File: src/rtl/odm_pkg.sv
package odm_pkg;
  typedef enum logic [1:0] {
    OP_START = 2'd0,
    OP_STOP  = 2'd1,
    OP_WRITE = 2'd2,
    OP_READ  = 2'd3
  } odm_op_e;

  typedef enum logic [1:0] {
    ST_IDLE  = 2'd0,
    ST_START = 2'd1,
    ST_STOP  = 2'd2,
    ST_BIT   = 2'd3
  } odm_state_e;

  localparam int unsigned ODM_MIN_QUARTER = 4;
  localparam int unsigned ODM_BITS_PER_BYTE = 8;
endpackage

File: src/rtl/odm_sync.sv
module odm_sync #(
  parameter int W      = 2,
  parameter int STAGES = 2
) (
  input  logic         clk,
  input  logic         rst_n,
  input  logic [W-1:0] d,
  output logic [W-1:0] q
);
  logic [W-1:0] st [STAGES];

  for (genvar s = 0; s < STAGES; s++) begin : g_stage
    if (s == 0) begin : g_first
      always_ff @(posedge clk or negedge rst_n)
        if (!rst_n) st[s] <= '1;
        else        st[s] <= d;
    end else begin : g_rest
      always_ff @(posedge clk or negedge rst_n)
        if (!rst_n) st[s] <= '1;
        else        st[s] <= st[s-1];
    end
  end

  assign q = st[STAGES-1];
endmodule

File: src/rtl/odm_quarter.sv
module odm_quarter #(
  parameter int QW = 16
) (
  input  logic          clk,
  input  logic          rst_n,
  input  logic [QW-1:0] lim,
  input  logic          en,
  input  logic          clr,
  output logic          tick
);
  logic [QW-1:0] qcnt;

  assign tick = en && (qcnt == lim);

  always_ff @(posedge clk or negedge rst_n) begin
    if (!rst_n)            qcnt <= '0;
    else if (clr || tick)  qcnt <= '0;
    else if (en)           qcnt <= qcnt + 1'b1;
  end
endmodule

File: src/rtl/odm_core.sv
module odm_core
  import odm_pkg::*;
#(
  parameter int STRETCH_CYC = 3500
) (
  input  logic       clk,
  input  logic       rst_n,
  input  logic       scl_s,
  input  logic       sda_s,
  input  logic       tick,
  output logic       tick_en,
  output logic       tick_clr,
  input  logic       cmd_valid,
  output logic       cmd_ready,
  input  logic [1:0] cmd_op,
  input  logic [7:0] cmd_data,
  input  logic       cmd_lsb_first,
  input  logic       cmd_last,
  output logic       rsp_done,
  output logic [7:0] rsp_data,
  output logic       rsp_nack,
  output logic       rsp_bus_err,
  output logic       scl_lo,
  output logic       sda_lo
);
  localparam int SW = $clog2(STRETCH_CYC + 1);
  localparam logic [SW-1:0] SLIM = SW'(STRETCH_CYC - 1);
  localparam logic [3:0] ACK_SLOT = 4'(ODM_BITS_PER_BYTE);

  odm_state_e state;
  logic [1:0] ph;
  logic [3:0] bitn;
  logic       op_rd, lsb, last;
  logic [7:0] dat, rx;
  logic       nack;
  logic [SW-1:0] scnt;

  logic       need_high, wait_scl, stretch_err, tx_bit, fin;
  logic [2:0] pos;

  assign cmd_ready = (state == ST_IDLE);
  assign pos       = lsb ? bitn[2:0] : (3'd7 - bitn[2:0]);

  // the phase in which SCL was just released must see it high before timing
  assign need_high   = (state != ST_IDLE) && (ph == 2'd1);
  assign wait_scl    = need_high && !scl_s;
  assign stretch_err = wait_scl && (scnt == SLIM);
  assign tick_en     = (state != ST_IDLE) && !wait_scl;
  assign tick_clr    = (state == ST_IDLE);

  always_comb begin
    if (bitn == ACK_SLOT) tx_bit = op_rd ? last : 1'b1;
    else                  tx_bit = op_rd ? 1'b1 : dat[pos];
  end

  always_comb begin
    fin = 1'b0;
    case (state)
      ST_START: fin = tick && (ph == 2'd3);
      ST_STOP:  fin = tick && (ph == 2'd2);
      ST_BIT:   fin = tick && (ph == 2'd3) && (bitn == ACK_SLOT);
      default:  fin = 1'b0;
    endcase
  end

  always_ff @(posedge clk or negedge rst_n) begin
    if (!rst_n) scnt <= '0;
    else if (!wait_scl) scnt <= '0;
    else scnt <= scnt + 1'b1;
  end

  always_ff @(posedge clk or negedge rst_n) begin
    if (!rst_n) begin
      state <= ST_IDLE;  ph <= '0;  bitn <= '0;
      op_rd <= 1'b0;  lsb <= 1'b0;  last <= 1'b0;
      dat <= '0;  rx <= '0;  nack <= 1'b0;
      rsp_done <= 1'b0;  rsp_data <= '0;  rsp_nack <= 1'b0;  rsp_bus_err <= 1'b0;
      scl_lo <= 1'b0;  sda_lo <= 1'b0;
    end else begin
      rsp_done <= 1'b0;
      case (state)
        ST_IDLE: begin
          if (cmd_valid) begin
            ph <= '0;  bitn <= '0;  rx <= '0;  nack <= 1'b0;
            dat <= cmd_data;  lsb <= cmd_lsb_first;  last <= cmd_last;
            op_rd <= (cmd_op == OP_READ);
            case (odm_op_e'(cmd_op))
              OP_START: state <= ST_START;
              OP_STOP:  state <= ST_STOP;
              default:  state <= ST_BIT;
            endcase
          end
        end
        ST_START: begin
          case (ph)
            2'd0: sda_lo <= 1'b0;
            2'd1: scl_lo <= 1'b0;
            2'd2: sda_lo <= 1'b1;
            default: scl_lo <= 1'b1;
          endcase
          if (tick) ph <= ph + 1'b1;
        end
        ST_STOP: begin
          case (ph)
            2'd0: sda_lo <= 1'b1;
            2'd1: scl_lo <= 1'b0;
            default: sda_lo <= 1'b0;
          endcase
          if (tick) ph <= ph + 1'b1;
        end
        default: begin
          case (ph)
            2'd0: sda_lo <= !tx_bit;
            2'd1: scl_lo <= 1'b0;
            2'd2: ;
            default: scl_lo <= 1'b1;
          endcase
          if (tick) begin
            if (ph == 2'd2) begin
              if (bitn == ACK_SLOT) begin
                if (!op_rd) nack <= sda_s;
              end else if (op_rd) begin
                rx[pos] <= sda_s;
              end
            end
            if (ph == 2'd3) begin
              ph   <= '0;
              bitn <= bitn + 1'b1;
            end else begin
              ph <= ph + 1'b1;
            end
          end
        end
      endcase

      if (stretch_err) begin
        state <= ST_IDLE;
        rsp_done <= 1'b1;  rsp_bus_err <= 1'b1;  rsp_nack <= 1'b0;  rsp_data <= rx;
        scl_lo <= 1'b0;  sda_lo <= 1'b0;
      end else if (fin) begin
        state <= ST_IDLE;
        rsp_done <= 1'b1;  rsp_bus_err <= 1'b0;  rsp_nack <= nack;  rsp_data <= rx;
      end
    end
  end
endmodule

File: src/rtl/odm_master.sv
module odm_master
  import odm_pkg::*;
#(
  parameter int QW          = 16,
  parameter int STRETCH_CYC = 3500,
  parameter int SYNC_STAGES = 2
) (
  input  logic          clk,
  input  logic          rst_n,
  input  logic [QW-1:0] quarter_div,
  input  logic          cmd_valid,
  output logic          cmd_ready,
  input  logic [1:0]    cmd_op,
  input  logic [7:0]    cmd_data,
  input  logic          cmd_lsb_first,
  input  logic          cmd_last,
  output logic          rsp_done,
  output logic [7:0]    rsp_data,
  output logic          rsp_nack,
  output logic          rsp_bus_err,
  input  logic          scl_in,
  input  logic          sda_in,
  output logic          scl_oe,
  output logic          sda_oe
);
  localparam logic [QW-1:0] QMIN = QW'(ODM_MIN_QUARTER);

  logic [1:0]    line_s;
  logic [QW-1:0] qlim;
  logic          tick, tick_en, tick_clr;

  assign qlim = (quarter_div < QMIN) ? (QMIN - 1'b1) : (quarter_div - 1'b1);

  odm_sync #(.W(2), .STAGES(SYNC_STAGES)) u_sync (
    .clk(clk), .rst_n(rst_n), .d({scl_in, sda_in}), .q(line_s)
  );

  odm_quarter #(.QW(QW)) u_quarter (
    .clk(clk), .rst_n(rst_n), .lim(qlim), .en(tick_en), .clr(tick_clr), .tick(tick)
  );

  odm_core #(.STRETCH_CYC(STRETCH_CYC)) u_core (
    .clk(clk), .rst_n(rst_n),
    .scl_s(line_s[1]), .sda_s(line_s[0]),
    .tick(tick), .tick_en(tick_en), .tick_clr(tick_clr),
    .cmd_valid(cmd_valid), .cmd_ready(cmd_ready), .cmd_op(cmd_op),
    .cmd_data(cmd_data), .cmd_lsb_first(cmd_lsb_first), .cmd_last(cmd_last),
    .rsp_done(rsp_done), .rsp_data(rsp_data), .rsp_nack(rsp_nack),
    .rsp_bus_err(rsp_bus_err),
    .scl_lo(scl_oe), .sda_lo(sda_oe)
  );
endmodule

File: config.mk
export PLATFORM = sky130hd
export DESIGN_NAME = odm_master
export DESIGN_NICKNAME = d
export VERILOG_FILES = /design/src/rtl/odm_pkg.sv /design/src/rtl/odm_sync.sv /design/src/rtl/odm_quarter.sv /design/src/rtl/odm_core.sv /design/src/rtl/odm_master.sv
export SDC_FILE = /design/constraint.sdc
export NUM_CORES = 1
export LEC_CHECK = 0
export BUFFER_PORTS_ARGS = -buffer_cell sky130_fd_sc_hd__buf_2
export CAP_MARGIN = 20
export CORE_UTILIZATION = 23
export CTS_BUF_LIST = sky130_fd_sc_hd__clkbuf_8 sky130_fd_sc_hd__clkbuf_16
export DETAILED_ROUTE_END_ITERATION = 6
export RECOVER_POWER = 50
export SKIP_CTS_REPAIR_TIMING = 1
export SLEW_MARGIN = 20
export SYNTH_ARGS = -nofsm -noshare
export SYNTH_HDL_FRONTEND = slang
export SYNTH_SLANG_ARGS = --single-unit
export TNS_END_PERCENT = 30
File: constraint.sdc
create_clock -name clk -period 3.93 [get_ports clk]
set_input_delay 1.179 -clock clk [delete_from_list [all_inputs] [get_ports clk]]
set_output_delay 1.179 -clock clk [all_outputs]
set_load 0.01 [all_outputs]
==> results.tsv, run 1 <==
metric	value	unit
status	finished, violations left	
violations	capacitance limit, slew limit	
fp.dieW	145	um
ys.flop_type	dfrtp_1	
grt.total_usage	11.1	%
synthArstFlopShare	100	%
start_kind	primary input	
timing.max_slew.rel_slack	-20.5	%
std_cell_rows	52	
crit_path_start	quarter_div[5]	
timing.max_cap.violations	1	
setup.worst_path.class	primary input to flop	
synth.ff_latch_count	73	
cpMaxStageDelayCell	or4_4	
drc_errors	0	
max_clock_freq	0.261	GHz
initial_core_util	23.4	%
fin_crit_sh	97.6	%
fp.coreArea	0.0202	mm^2
antenna-diode-count	0	
worst_setup_path_endpoint	u_core.bitn[2]	
clkSlewWorstSetupHoldPaths	0.06	ns
tritoncts_num_sinks	73	
maximum_number_of_pins_on_one_net_before_global_route_repair	74	
worstReg2RegStart	u_core.ph[1]	
synth-edff-count	0	
cts_tree	done	
via_cell_ratio	4.57	
first_pass_grt_wire_length	19200	um
worst_skew_pair.late_latency	0.33	ns
yosys.cell_types.count	68	
io-pin-count	47	
power.density	530	mW/mm^2
setup_violation_total_in_the_final_timing_report	0	
synth-warning-count	0	
wirelength	11100	um
rsz0062_at_grt	true	
crit_path_cell_trace	buf_2 -> or4_4 -> or3_4 -> o41ai_4 -> xor2_2 -> nand3_1 -> or4_4 -> or4_1 -> nand3_1	
numCtsBuffers	9	
finalWeightedCongestion	0.823	
worst-r2r-cell-count	10	
vdd_drop_max	0.239	mV
worst-r2r-setup-slack	1.04	ns
critical_path_arrival	4.10	ns
vias_in_the_first_global_route	3825	
dieArea	0.0211	mm^2
static-leakage-power	2.57	nW
die-height	145	um
ctsLongestPathBuffers	2	
port_buffers	46	
gr_ovfl_total	0	
dp_hpwl	8290	um
htree_depth	3	
timing.clock.skew	0.00595	ns
end_kind	flop	
slew_violations	74	
finish.net_count	617	
synth-seq-area-share	38.7	%
largest_fanout_of_any_net_on_the_critical_path	6	
hold_viol	0	
area.growth.synth_to_final	24.8	%
vias	3864	
ctsRootBufferMaster	clkbuf_16	
final.hold.worst_slack	0.355	ns
postSynthAreaPerCell	9.59	um^2
dr.pass1.iters	4	
timing.critical_path.slowest_cell_delay	0.59	ns
drive_gt1_share	27.7	%
final.min_clock_period	3.84	ns
synthesis.area	0.00473	mm^2
synth.net_count	540	
number_of_antenna_violations_at_the_first_check_in_global_routing	0	
drt-wirelength-per-cell	13.1	um
min_path_type	flop to flop	
postLayoutCoreUtil	29.3	%
worst_slew_pin_slew	1.81	ns
required_time_worst_endpoint	4.20	ns
worst_r2r_endpoint	u_core.bitn[2]	
syn-instance-count	493	
count_of_nets_left_with_antenna_violations_after_detail_routing	0	
initialDrtViolationCount	188	
-- layer usage --
| layer | routed length, um | global-route usage [%] | vias to the layer above | part of all wire, % |
|---|---|---|---|---|
| met5 | 0 | 0 | - | 0 |
| met4 | 120 | 3.95 | 0 | 1.1 |
| met3 | 456 | 2.51 | 7 | 4.1 |
| met2 | 4870 | 16.8 | 56 | 44 |
| met1 | 5660 | 15.4 | 1845 | 51 |
| li1 | - | - | 1956 | - |
-- cells by family after synthesis --
logic type | after synthesis | share of synthesized area [%]
flops | 73 | 38.7
mux | 29 | 6.64
xor+xnor | 37 | 7.14
fa+ha+maj | 14 | 3.70
simple gates | 213 | 24.7
compound gates | 89 | 14.4
buf+inv | 38 | 4.66
-- Yosys cell counts, types with 4 or more instances --
| cell type | number | area, um^2 |
|---|---|---|
| nor3b_1 | 9 | 67.6 |
| inv_1 | 16 | 60.1 |
| nand4_1 | 4 | 25.0 |
| xnor2_1 | 17 | 149 |
| clkbuf_8 | 5 | 68.8 |
| a221o_1 | 10 | 100 |
| and2_1 | 5 | 31.3 |
| dfstp_2 | 4 | 105 |
| dfrtp_1 | 69 | 1730 |
| or4_1 | 5 | 37.5 |
| nor4_1 | 13 | 81.3 |
| nand2_1 | 42 | 158 |
| mux2_2 | 19 | 214 |
| ha_1 | 14 | 175 |
| nand3_1 | 18 | 90.1 |
| a21o_1 | 4 | 30.0 |
| clkbuf_1 | 8 | 30.0 |
| nand2b_1 | 10 | 62.6 |
| nor2_1 | 51 | 191 |
| o31ai_1 | 5 | 37.5 |
| mux2i_1 | 10 | 100 |
| o21ai_0 | 14 | 70.1 |
| and3_1 | 5 | 31.3 |
| or3_1 | 7 | 43.8 |
| or2_2 | 8 | 50.1 |
| nor3_1 | 14 | 70.1 |
| o22ai_1 | 9 | 56.3 |
| a21oi_1 | 14 | 70.1 |
| xor2_1 | 19 | 166 |
-- power by group --
group          total (mW)  internal, mW  leakage [nW]  switching (mW)
Clock               0.979         0.672         0.175           0.308
Sequential           1.07         0.899         0.925           0.167
Combinational        1.08         0.453          1.47           0.626
Total                3.12          2.02          2.57            1.10
-- layout make-up --
cell class	count	area [um^2]
fill	2117	14300
multi-input combinational	382	2770
sequential	73	1830
timing repair buffer	87	538
tap	270	338
clock buffer	12	267
clock inverter	4	97.6
inverter	17	63.8
-- worst max-delay path, delay by kind of cell --
kind	cells	cell delay, ns
AND/OR/NAND/NOR	6	2.23
XOR/XNOR	1	0.23
buffers and inverters	1	0.11
AO/OA/AOI/OAI	1	0.35
-- registers in the layout, indices dropped and copies added (netlist names) --
register,flops
u_core.scnt,12
u_sync.q,2
u_core.rsp_bus_err,1
u_core.state,2
u_core.op_rd,1
u_core.rsp_done,1
u_quarter.qcnt,16
u_core.lsb,1
u_core.ph,2
u_core.last,1
u_core.rsp_data,8
u_core.nack,1
u_core.bitn,4
u_core.scl_lo,1
u_sync.st,2
u_core.dat,8
u_core.rsp_nack,1
u_core.rx,8
u_core.sda_lo,1
-- through the flow --
step                cells  worst slack, ns  power, mW  TNS (ns)  area, um^2
floorplan             493          -0.0214       1.91   -0.0214        4760
global placement      827           -0.288       2.15     -7.58        5470
detailed placement    827           -0.324       2.16     -9.28        5470
CTS                   843           0.0182       3.16         0        5830
global route          845          -0.0252       3.37    -0.155        5900
finish                845           0.0924       3.12         0        5900
-- worst min-delay path by stage --
stage,depth (start not counted),end,from
detailed placement,0,u_sync.q[1],u_sync.st[3]
global placement,0,u_sync.q[1],u_sync.st[3]
CTS,0,u_sync.q[1],u_sync.st[3]
floorplan,0,u_sync.q[0],u_sync.st[2]
finish,0,u_sync.q[1],u_sync.st[3]
global route,0,u_sync.q[1],u_sync.st[3]
-- cell usage in the layout (no fill, tap or decap), types with 4 or more instances in the layout --
master,Yosys,final
a21o_1,4,4
a21oi_1,14,13
a221o_1,10,10
and2_1,5,5
and3_1,5,5
buf_2,1,45
buf_4,0,41
clkbuf_16,0,9
dfrtp_1,69,69
dfstp_2,4,4
ha_1,14,14
inv_1,16,16
mux2_2,19,19
mux2i_1,10,10
nand2_1,42,42
nand2b_1,10,10
nand3_1,18,18
nand4_1,4,4
nor2_1,51,51
nor3_1,14,13
nor3b_1,9,9
nor4_1,13,11
nor4_4,3,4
o21ai_0,14,14
o22ai_1,9,9
o31ai_1,5,5
or2_2,8,7
or3_1,7,6
or4_1,5,4
or4_4,2,4
xnor2_1,17,17
xor2_1,19,18
No activity file was read; power rests on OpenSTA's default activity.
==> run 2, diff against run 1 <==
Settings changed: SLEW_MARGIN 20 to 0, SYNTH_HIERARCHICAL set to 1.
==> run 2 against run 1 <==
Compared with the run above: the run ends with capacitance limit, slew limit, setup timing left; via count decreased by 7.5%; synthesized cell count decreased by 7.9%; first-iteration DRC count decreased by 8.0%; critical endpoint is now u_core/rsp_data[3]; largest cell class unchanged; largest power group is now sequential cells.
==> results.tsv, run 2 <==
metric	value	unit	change
status	finished, violations left		
violations	capacitance limit, slew limit, setup timing		
fillerInstances	1989		-6.0%
dr.pass1.iters	7		+3
reg.largest.list	u_quarter/qcnt (16), u_core/scnt (12)		
vias_in_the_first_global_route	3381		-12%
dominant_combinational_cell_family_by_area_after_synthesis	simple AND/OR/NAND/NOR gates		
ctsLongestPathBuffers	2		unchanged
start_kind	primary input		
ys.flop_type	dfrtp_1		
ctsRootBufferMaster	clkbuf_16		
required_time_worst_endpoint	4.15	ns	-0.05 ns
slew_violations	74		unchanged
synth_compound_area_share	12.8	%	-1.6 points
worst_skew_pair.late_latency	0.34	ns	about the same
crit_path_cell_trace	buf_6 -> or4_4 -> or3_4 -> o41a_1 -> xor2_2 -> nor4_4 -> nand2b_4 -> nor4_4 -> buf_4 -> nand3b_1 -> o21ai_2 -> nand2b_2 -> mux2_4		
gr_ovfl_total	0		unchanged
antenna-diode-count	0		unchanged
area.growth.synth_to_final	27.4	%	
max_clock_freq	0.234	GHz	-10%
initialDrtViolationCount	173		-8.0%
synth-warning-count	6		+6
path_common_cell	nor4_4		
crit_path_start	quarter_div[5]		
timing.critical_path.slowest_cell_delay	0.57	ns	-0.02 ns
synth.net_count	502		-7.0%
synth.mux.area_fraction	7.02	%	+0.37 points
area_share_of_and_or_nand_nor_cells_after_synthesis	20.6	%	-4.1 points
clkPwrFrac	31.2	%	about the same
synth-xor-area-share	9.11	%	+2.0 points
vias	3576		-7.5%
worstReg2RegStart	u_core/ph[1]		
crit_family	simple AND/OR/NAND/NOR gates		
detailedPlace.worstSlack	-0.613	ns	-0.290 ns
min_from	u_sync/st[3]		
drc_errors	0		unchanged
grt.total_usage	10.7	%	-0.35 points
synth_fa_ha_area_share	4.24	%	+0.54 points
synth.most_common_cell	dfrtp_1		
internal_power	1.74	mW	-14%
clkSlewWorstSetupHoldPaths	0.06	ns	about the same
power.density	469	mW/mm^2	-11%
drt-wirelength-per-cell	13.4	um	+1.7%
port_buffers	46		unchanged
vdd_drop_max	0.337	mV	+41%
critical_path_arrival	4.49	ns	+0.39 ns
syn-instance-count	454		-7.9%
most-common-layout-cells	dfrtp_1 (69), buf_4 (45), buf_2 (44), nor2_1 (41), xnor2_1 (25)		
placed_area	0.00514	mm^2	-6.0%
largest_fanout_of_any_net_on_the_critical_path	7		+1
min_path_type	flop to flop		
worst_hold_path.endpoint	u_sync/q[1]		
post-route-cell-area	0.00564	mm^2	-4.5%
synth.area.top_cells	dfrtp_1 (39%), xnor2_1 (5.1%), ha_1 (4.2%)		
tritoncts_num_sinks	73		unchanged
std_cell_rows	50		-3.8%
synth-edff-count	0		unchanged
cts_tree	done		
setup.worst_path.class	primary input to flop		
worst_r2r_endpoint	u_core/rsp_data[3]		
rsz0062_at_grt	true		
fp.dieW	141	um	-3.2%
synth-seq-area-share	41.4	%	+2.7 points
timing.max_cap.violations	1		unchanged
synthTopCellsByCount	dfrtp_1 (69), nor2_1 (41), o21ai_0 (26), xnor2_1 (26), a21oi_1 (24)		
combinationalPowerShare	29.6	%	-5.0 points
setup_violation_total_in_the_final_timing_report	27		+27
critical_path_buf_inv_count	2		+1
synthDominantAreaCellType	dfrtp_1		
seq_area	0.00183	mm^2	unchanged
initial_core_util	23.6	%	+0.12 points
timing.max_slew.rel_slack	-21.6	%	-1.1 points
synthDominantCellAreaShare	39.0	%	+2.5 points
dp_hpwl	7220	um	-13%
worst_slew_pin_slew	1.82	ns	+0.0159 ns
maximum_number_of_pins_on_one_net_before_global_route_repair	74		unchanged
netSwitchingFraction	34.2	%	-1.1 points
finalWeightedCongestion	0.840		+2.1%
finish.net_count	582		-5.7%
dieArea	0.0198	mm^2	-6.4%
drive_gt1_share	31.2	%	+3.5 points
largest_reg_flops	16		unchanged
htree_depth	3		unchanged
timing.clock.skew	0.00428	ns	-0.00167 ns
setup_tns_final	-6.10	ns	-6.10 ns
hold_viol	0		unchanged
io-pin-count	47		unchanged
multi_input_comb_area	0.00254	mm^2	-8.2%
first_pass_grt_wire_length	17000	um	-12%
postSynthAreaPerCell	9.74	um^2	+1.6%
end_kind	flop		
cpMaxStageDelayCell	or4_4		
via_cell_ratio	4.63		+1.2%
synthArstFlopShare	100	%	unchanged
count_of_nets_left_with_antenna_violations_after_detail_routing	0		unchanged
fin_crit_sh	109	%	+11 points
worst-r2r-cell-count	10		unchanged
number_of_antenna_violations_at_the_first_check_in_global_routing	0		unchanged
wirelength	10300	um	-6.9%
synth.ff_latch_count	73		unchanged
worst-r2r-setup-slack	0.96	ns	-0.08 ns
power.share.sequential	39.1	%	+5.0 points
net-switching-power	0.904	mW	-18%
numCtsBuffers	9		unchanged
cells_on_worst_hold_path	0		unchanged
layout_commonest_cell	dfrtp_1		
static-leakage-power	2.41	nW	-6.2%
register_containing_the_most_flip_flops_in_the_final_layout	u_quarter/qcnt		
synthesis.area	0.00442	mm^2	-6.5%
die-height	141	um	-3.2%
final.min_clock_period	4.27	ns	+0.432 ns
fp.coreArea	0.0188	mm^2	-6.9%
total_power	2.64	mW	-15%
yosys.cell_types.count	67		-1.5%
post-route-worst-setup-slack	-0.340	ns	-0.432 ns
[run 2: changes by cell type after synthesis, sizes merged, moves of 6 or more]
cell   change
nand3      -7
nor4       -9
a21oi     +11
or2        -7
o22ai      -6
nand2     -20
a221o     -10
nand4      +9
nor2      -10
nor3       -7
o21ai     +19
xnor2      +9
[run 2: power groups by stage]
stage,combinational (mW),sequential [mW],clock (mW)
after floorplan,0.587,0.985,0
after CTS,0.746,1.04,0.861
after global routing,0.880,1.06,0.893
after detailed placement,0.739,1.05,0
after global placement,0.733,1.04,0
final,0.783,1.04,0.826
[run 2: through the flow]
step | hold slack [ns] | utilization (%) | instances
6_report | 0.360 | 30.0 | 773
5_1_grt | 0.366 | 30.0 | 773
4_1_cts | 0.358 | 29.0 | 765
3_5_place_dp | 0.350 | 27.4 | 749
3_3_place_gp | 0.347 | 27.4 | 749
2_1_floorplan | 0.345 | - | 454
[run 2: worst max-delay path by stage]
stage               cells after the start                 end  slack [ns]
floorplan                              13  u_core/rsp_data[0]       -0.27
global placement                       12  u_core/rsp_data[4]       -0.56
detailed placement                     13        u_core/rx[7]       -0.61
CTS                                    13        u_core/rx[7]       -0.27
global route                           16  u_core/rsp_data[5]       -0.47
finish                                 13  u_core/rsp_data[3]       -0.34
[run 2: worst reg2reg max path: cells and delay by family (launching register included)]
family | cells | cell delay, ns
and+or+nand+nor | 4 | 0.88
AOI/OAI and AO/OA | 2 | 0.79
DFF | 1 | 0.39
muxes | 1 | 0.31
buffers and inverters | 2 | 0.26
adders and majority gates | 1 | 0.24
[run 2: cell families (layout without fill, tap and decap cells)]
kind of cell / count (synthesis) / after routing
AO/OA/AOI/OAI: 92 / 92
flip-flops: 73 / 73
adder cells (fa/ha/maj): 15 / 15
buffers and inverters: 42 / 126
multiplexers: 26 / 26
XOR/XNOR: 46 / 46
AND/OR/NAND/NOR: 160 / 161
[run 2: layer usage]
metal | routed length (um) | GRT usage, %
met5 | 0 | 0
met4 | 127 | 2.92
met3 | 386 | 2.96
met2 | 4690 | 16.6
met1 | 5130 | 14.7
[run 2: cell type report]
class,count,area share [%]
clock buffer,9,4.00
clock inverter,7,1.40
inverter,17,1.13
multi-input combinational,340,45.0
sequential,73,32.5
tap,234,5.20
timing repair buffer,93,10.7
==> run 3, diff against run 2 <==
--- a/config.mk
+++ b/config.mk
@@ -11,4 +11,5 @@
 export CTS_BUF_LIST = sky130_fd_sc_hd__clkbuf_8 sky130_fd_sc_hd__clkbuf_16
 export DETAILED_ROUTE_END_ITERATION = 6
+export GPL_TIMING_DRIVEN = 0
 export RECOVER_POWER = 50
 export SKIP_CTS_REPAIR_TIMING = 1
==> constraint.sdc (replaced) <==
create_clock -name clk -period 3.93 [get_ports clk]
set_input_delay 0.9825 -clock clk [delete_from_list [all_inputs] [get_ports clk]]
set_output_delay 0.9825 -clock clk [all_outputs]
set_load 0.01 [all_outputs]
==> run 3 against run 2 <==
Compared with the run above: the run ends with setup timing left; via count is 2.3% lower; utilization is 0.74 points lower; worst hold slack worse by 0.0047 ns; count of clock-buffer cells in the layout stayed put; final area is 2.5% lower; highest routed layer unchanged.
==> results.tsv, run 3 (synthesized netlist as in run 2, its figures left out) <==
metric	value	unit	change
detailedPlace.worstSlack	-0.718	ns	-0.105 ns
ctsLongestPathBuffers	2		unchanged
die-height	141	um	unchanged
grt.total_usage	10.6	%	-0.20 points
hold_viol	0		unchanged
status	finished, violations left		
layout_commonest_cell	dfrtp_1		
dr.pass1.iters	5		-2
placed_area	0.00500	mm^2	-2.7%
timing.max_slew.rel_slack	10.1	%	+32 points
required_time_worst_endpoint	4.15	ns	about the same
finish.net_count	569		-2.2%
cpMaxStageDelayCell	or4_4		
fillerInstances	1986		-0.15%
setup.worst_path.class	primary input to flop		
dieArea	0.0198	mm^2	unchanged
reg.largest.list	u_quarter/qcnt (16), u_core/scnt (12)		
tritoncts_num_sinks	73		unchanged
std_cell_rows	50		unchanged
gr_ovfl_total	0		unchanged
ctsRootBufferMaster	clkbuf_16		
drive_gt1_share	25.5	%	-5.7 points
max_clock_freq	0.241	GHz	+2.7%
min_path_type	flop to flop		
slew_violations	0		-100%
setup_violation_total_in_the_final_timing_report	16		-41%
initialDrtViolationCount	149		-14%
vias	3495		-2.3%
numCtsBuffers	9		unchanged
antenna-diode-count	0		unchanged
via_cell_ratio	4.60		-0.59%
finalWeightedCongestion	0.786		-6.5%
initial_core_util	23.6	%	unchanged
first_pass_grt_wire_length	16900	um	-0.56%
final.hold.worst_slack	0.355	ns	-0.00466 ns
maximum_number_of_pins_on_one_net_before_global_route_repair	55		-26%
crit_family	simple AND/OR/NAND/NOR gates		
io-pin-count	47		unchanged
fin_crit_sh	106	%	-2.8 points
path_common_cell	buf_6		
rsz0062_at_grt	true		
static-leakage-power	2.31	nW	-3.9%
count_of_nets_left_with_antenna_violations_after_detail_routing	0		unchanged
end_kind	flop		
vias_in_the_first_global_route	3451		+2.1%
cts_tree	done		
clkSlewWorstSetupHoldPaths	0.06	ns	about the same
most-common-layout-cells	dfrtp_1 (69), buf_2 (44), nor2_1 (41), xnor2_1 (26), o21ai_0 (24)		
fp.coreArea	0.0188	mm^2	unchanged
worst_slew_pin_slew	1.35	ns	-0.474 ns
drt-wirelength-per-cell	13.1	um	-2.0%
start_kind	primary input		
dp_hpwl	7150	um	-0.94%
timing.critical_path.slowest_cell_delay	0.52	ns	-0.05 ns
power.density	487	mW/mm^2	+3.9%
post-route-cell-area	0.00550	mm^2	-2.5%
post-route-worst-setup-slack	-0.228	ns	+0.112 ns
port_buffers	46		unchanged
htree_depth	3		unchanged
timing.clock.skew	0.00598	ns	+0.00170 ns
largest_fanout_of_any_net_on_the_critical_path	7		unchanged
register_containing_the_most_flip_flops_in_the_final_layout	u_quarter/qcnt		
violations	setup timing		
drc_errors	0		unchanged
number_of_antenna_violations_at_the_first_check_in_global_routing	0		unchanged
worst_skew_pair.late_latency	0.34	ns	about the same
crit_path_cell_trace	buf_8 -> or4_4 -> buf_6 -> or3_4 -> o41a_1 -> xor2_1 -> nor4_2 -> nand2b_1 -> nor4_4 -> buf_6 -> nand3b_1 -> o21ai_2 -> nand2b_4 -> clkbuf_16 -> mux2_4		
critical_path_arrival	4.38	ns	-0.11 ns
fp.dieW	141	um	unchanged
critical_path_buf_inv_count	4		+2
vdd_drop_max	0.320	mV	-5.1%
wirelength	9960	um	-3.7%
timing.max_cap.violations	0		-1
area.growth.synth_to_final	24.3	%	
final.min_clock_period	4.16	ns	-0.112 ns
largest_reg_flops	16		unchanged
[run 3: cell count changes in the layout (fill, tap and decap cells not counted), sizes merged]
| cell | before | now |
|---|---|---|
| bufinv | 1 | 2 |
| buf | 92 | 66 |
| clkinvlp | 3 | 1 |
| clkbuf | 10 | 24 |
| nand2b | 9 | 8 |
| clkinv | 1 | 2 |
[run 3: path summary, 6_finish.rpt]
check | from | endpoint | slack (ns) | cells past startpoint
worst max-delay path | quarter_div[5] | u_core/rsp_data[3] | -0.23 | 15
worst min-delay path | u_sync/st[3] | u_sync/q[1] | 0.36 | 0
worst max register to register | u_core/state[0] | u_core/rsp_data[3] | 0.79 | 14
worst min register to register | u_sync/st[3] | u_sync/q[1] | 0.36 | 0
max in group asynchronous | rst_n | u_quarter/qcnt[1] | 1.21 | 2
min in group asynchronous | rst_n | u_core/dat[4] | 0.83 | 1
[run 3: through the flow]
stage	std cells	TNS [ns]	power, mW	utilization, %
after floorplan	454	-0.509	1.57	-
after global placement	734	-14.91	1.77	26.5
after detailed placement	735	-15.37	1.78	26.7
after CTS	751	-6.07	2.69	28.4
after global routing	760	-5.29	2.86	29.3
final	760	-2.32	2.68	29.3
[run 3: metal layers]
metal | wire [um] | vias to the layer above | share of wire [%] | track usage (%)
li1 | - | 1772 | - | -
met1 | 4960 | 1641 | 50 | 14.0
met2 | 4500 | 68 | 45 | 17.3
met3 | 363 | 14 | 3.6 | 2.07
met4 | 132 | 0 | 1.3 | 3.26
met5 | 0 | - | 0 | 0
[run 3: worst reg2reg max path: cells and delay by family (launching register included)]
family | cells | cell delay (ns)
DFF | 1 | 0.39
adders and majority gates | 1 | 0.30
AOI/OAI and AO/OA | 2 | 0.45
muxes | 1 | 0.28
buffers and inverters | 6 | 1.06
and+or+nand+nor | 4 | 0.53
[run 3: area by class of cell]
class	instances	area (um^2)	share of cell area [%]
inverters	17	63.8	1.16
well taps	234	293	5.33
repair buffers	57	349	6.35
multi-input cells	339	2490	45.3
clock buffers	9	225	4.10
flip-flops and latches	73	1830	33.3
plain buffers	24	151	2.75
clock inverters	7	93.8	1.71
[run 3: power breakdown]
group          switching [mW]  internal, mW
Combinational           0.444         0.356
Clock                   0.323         0.555
Sequential              0.124         0.877
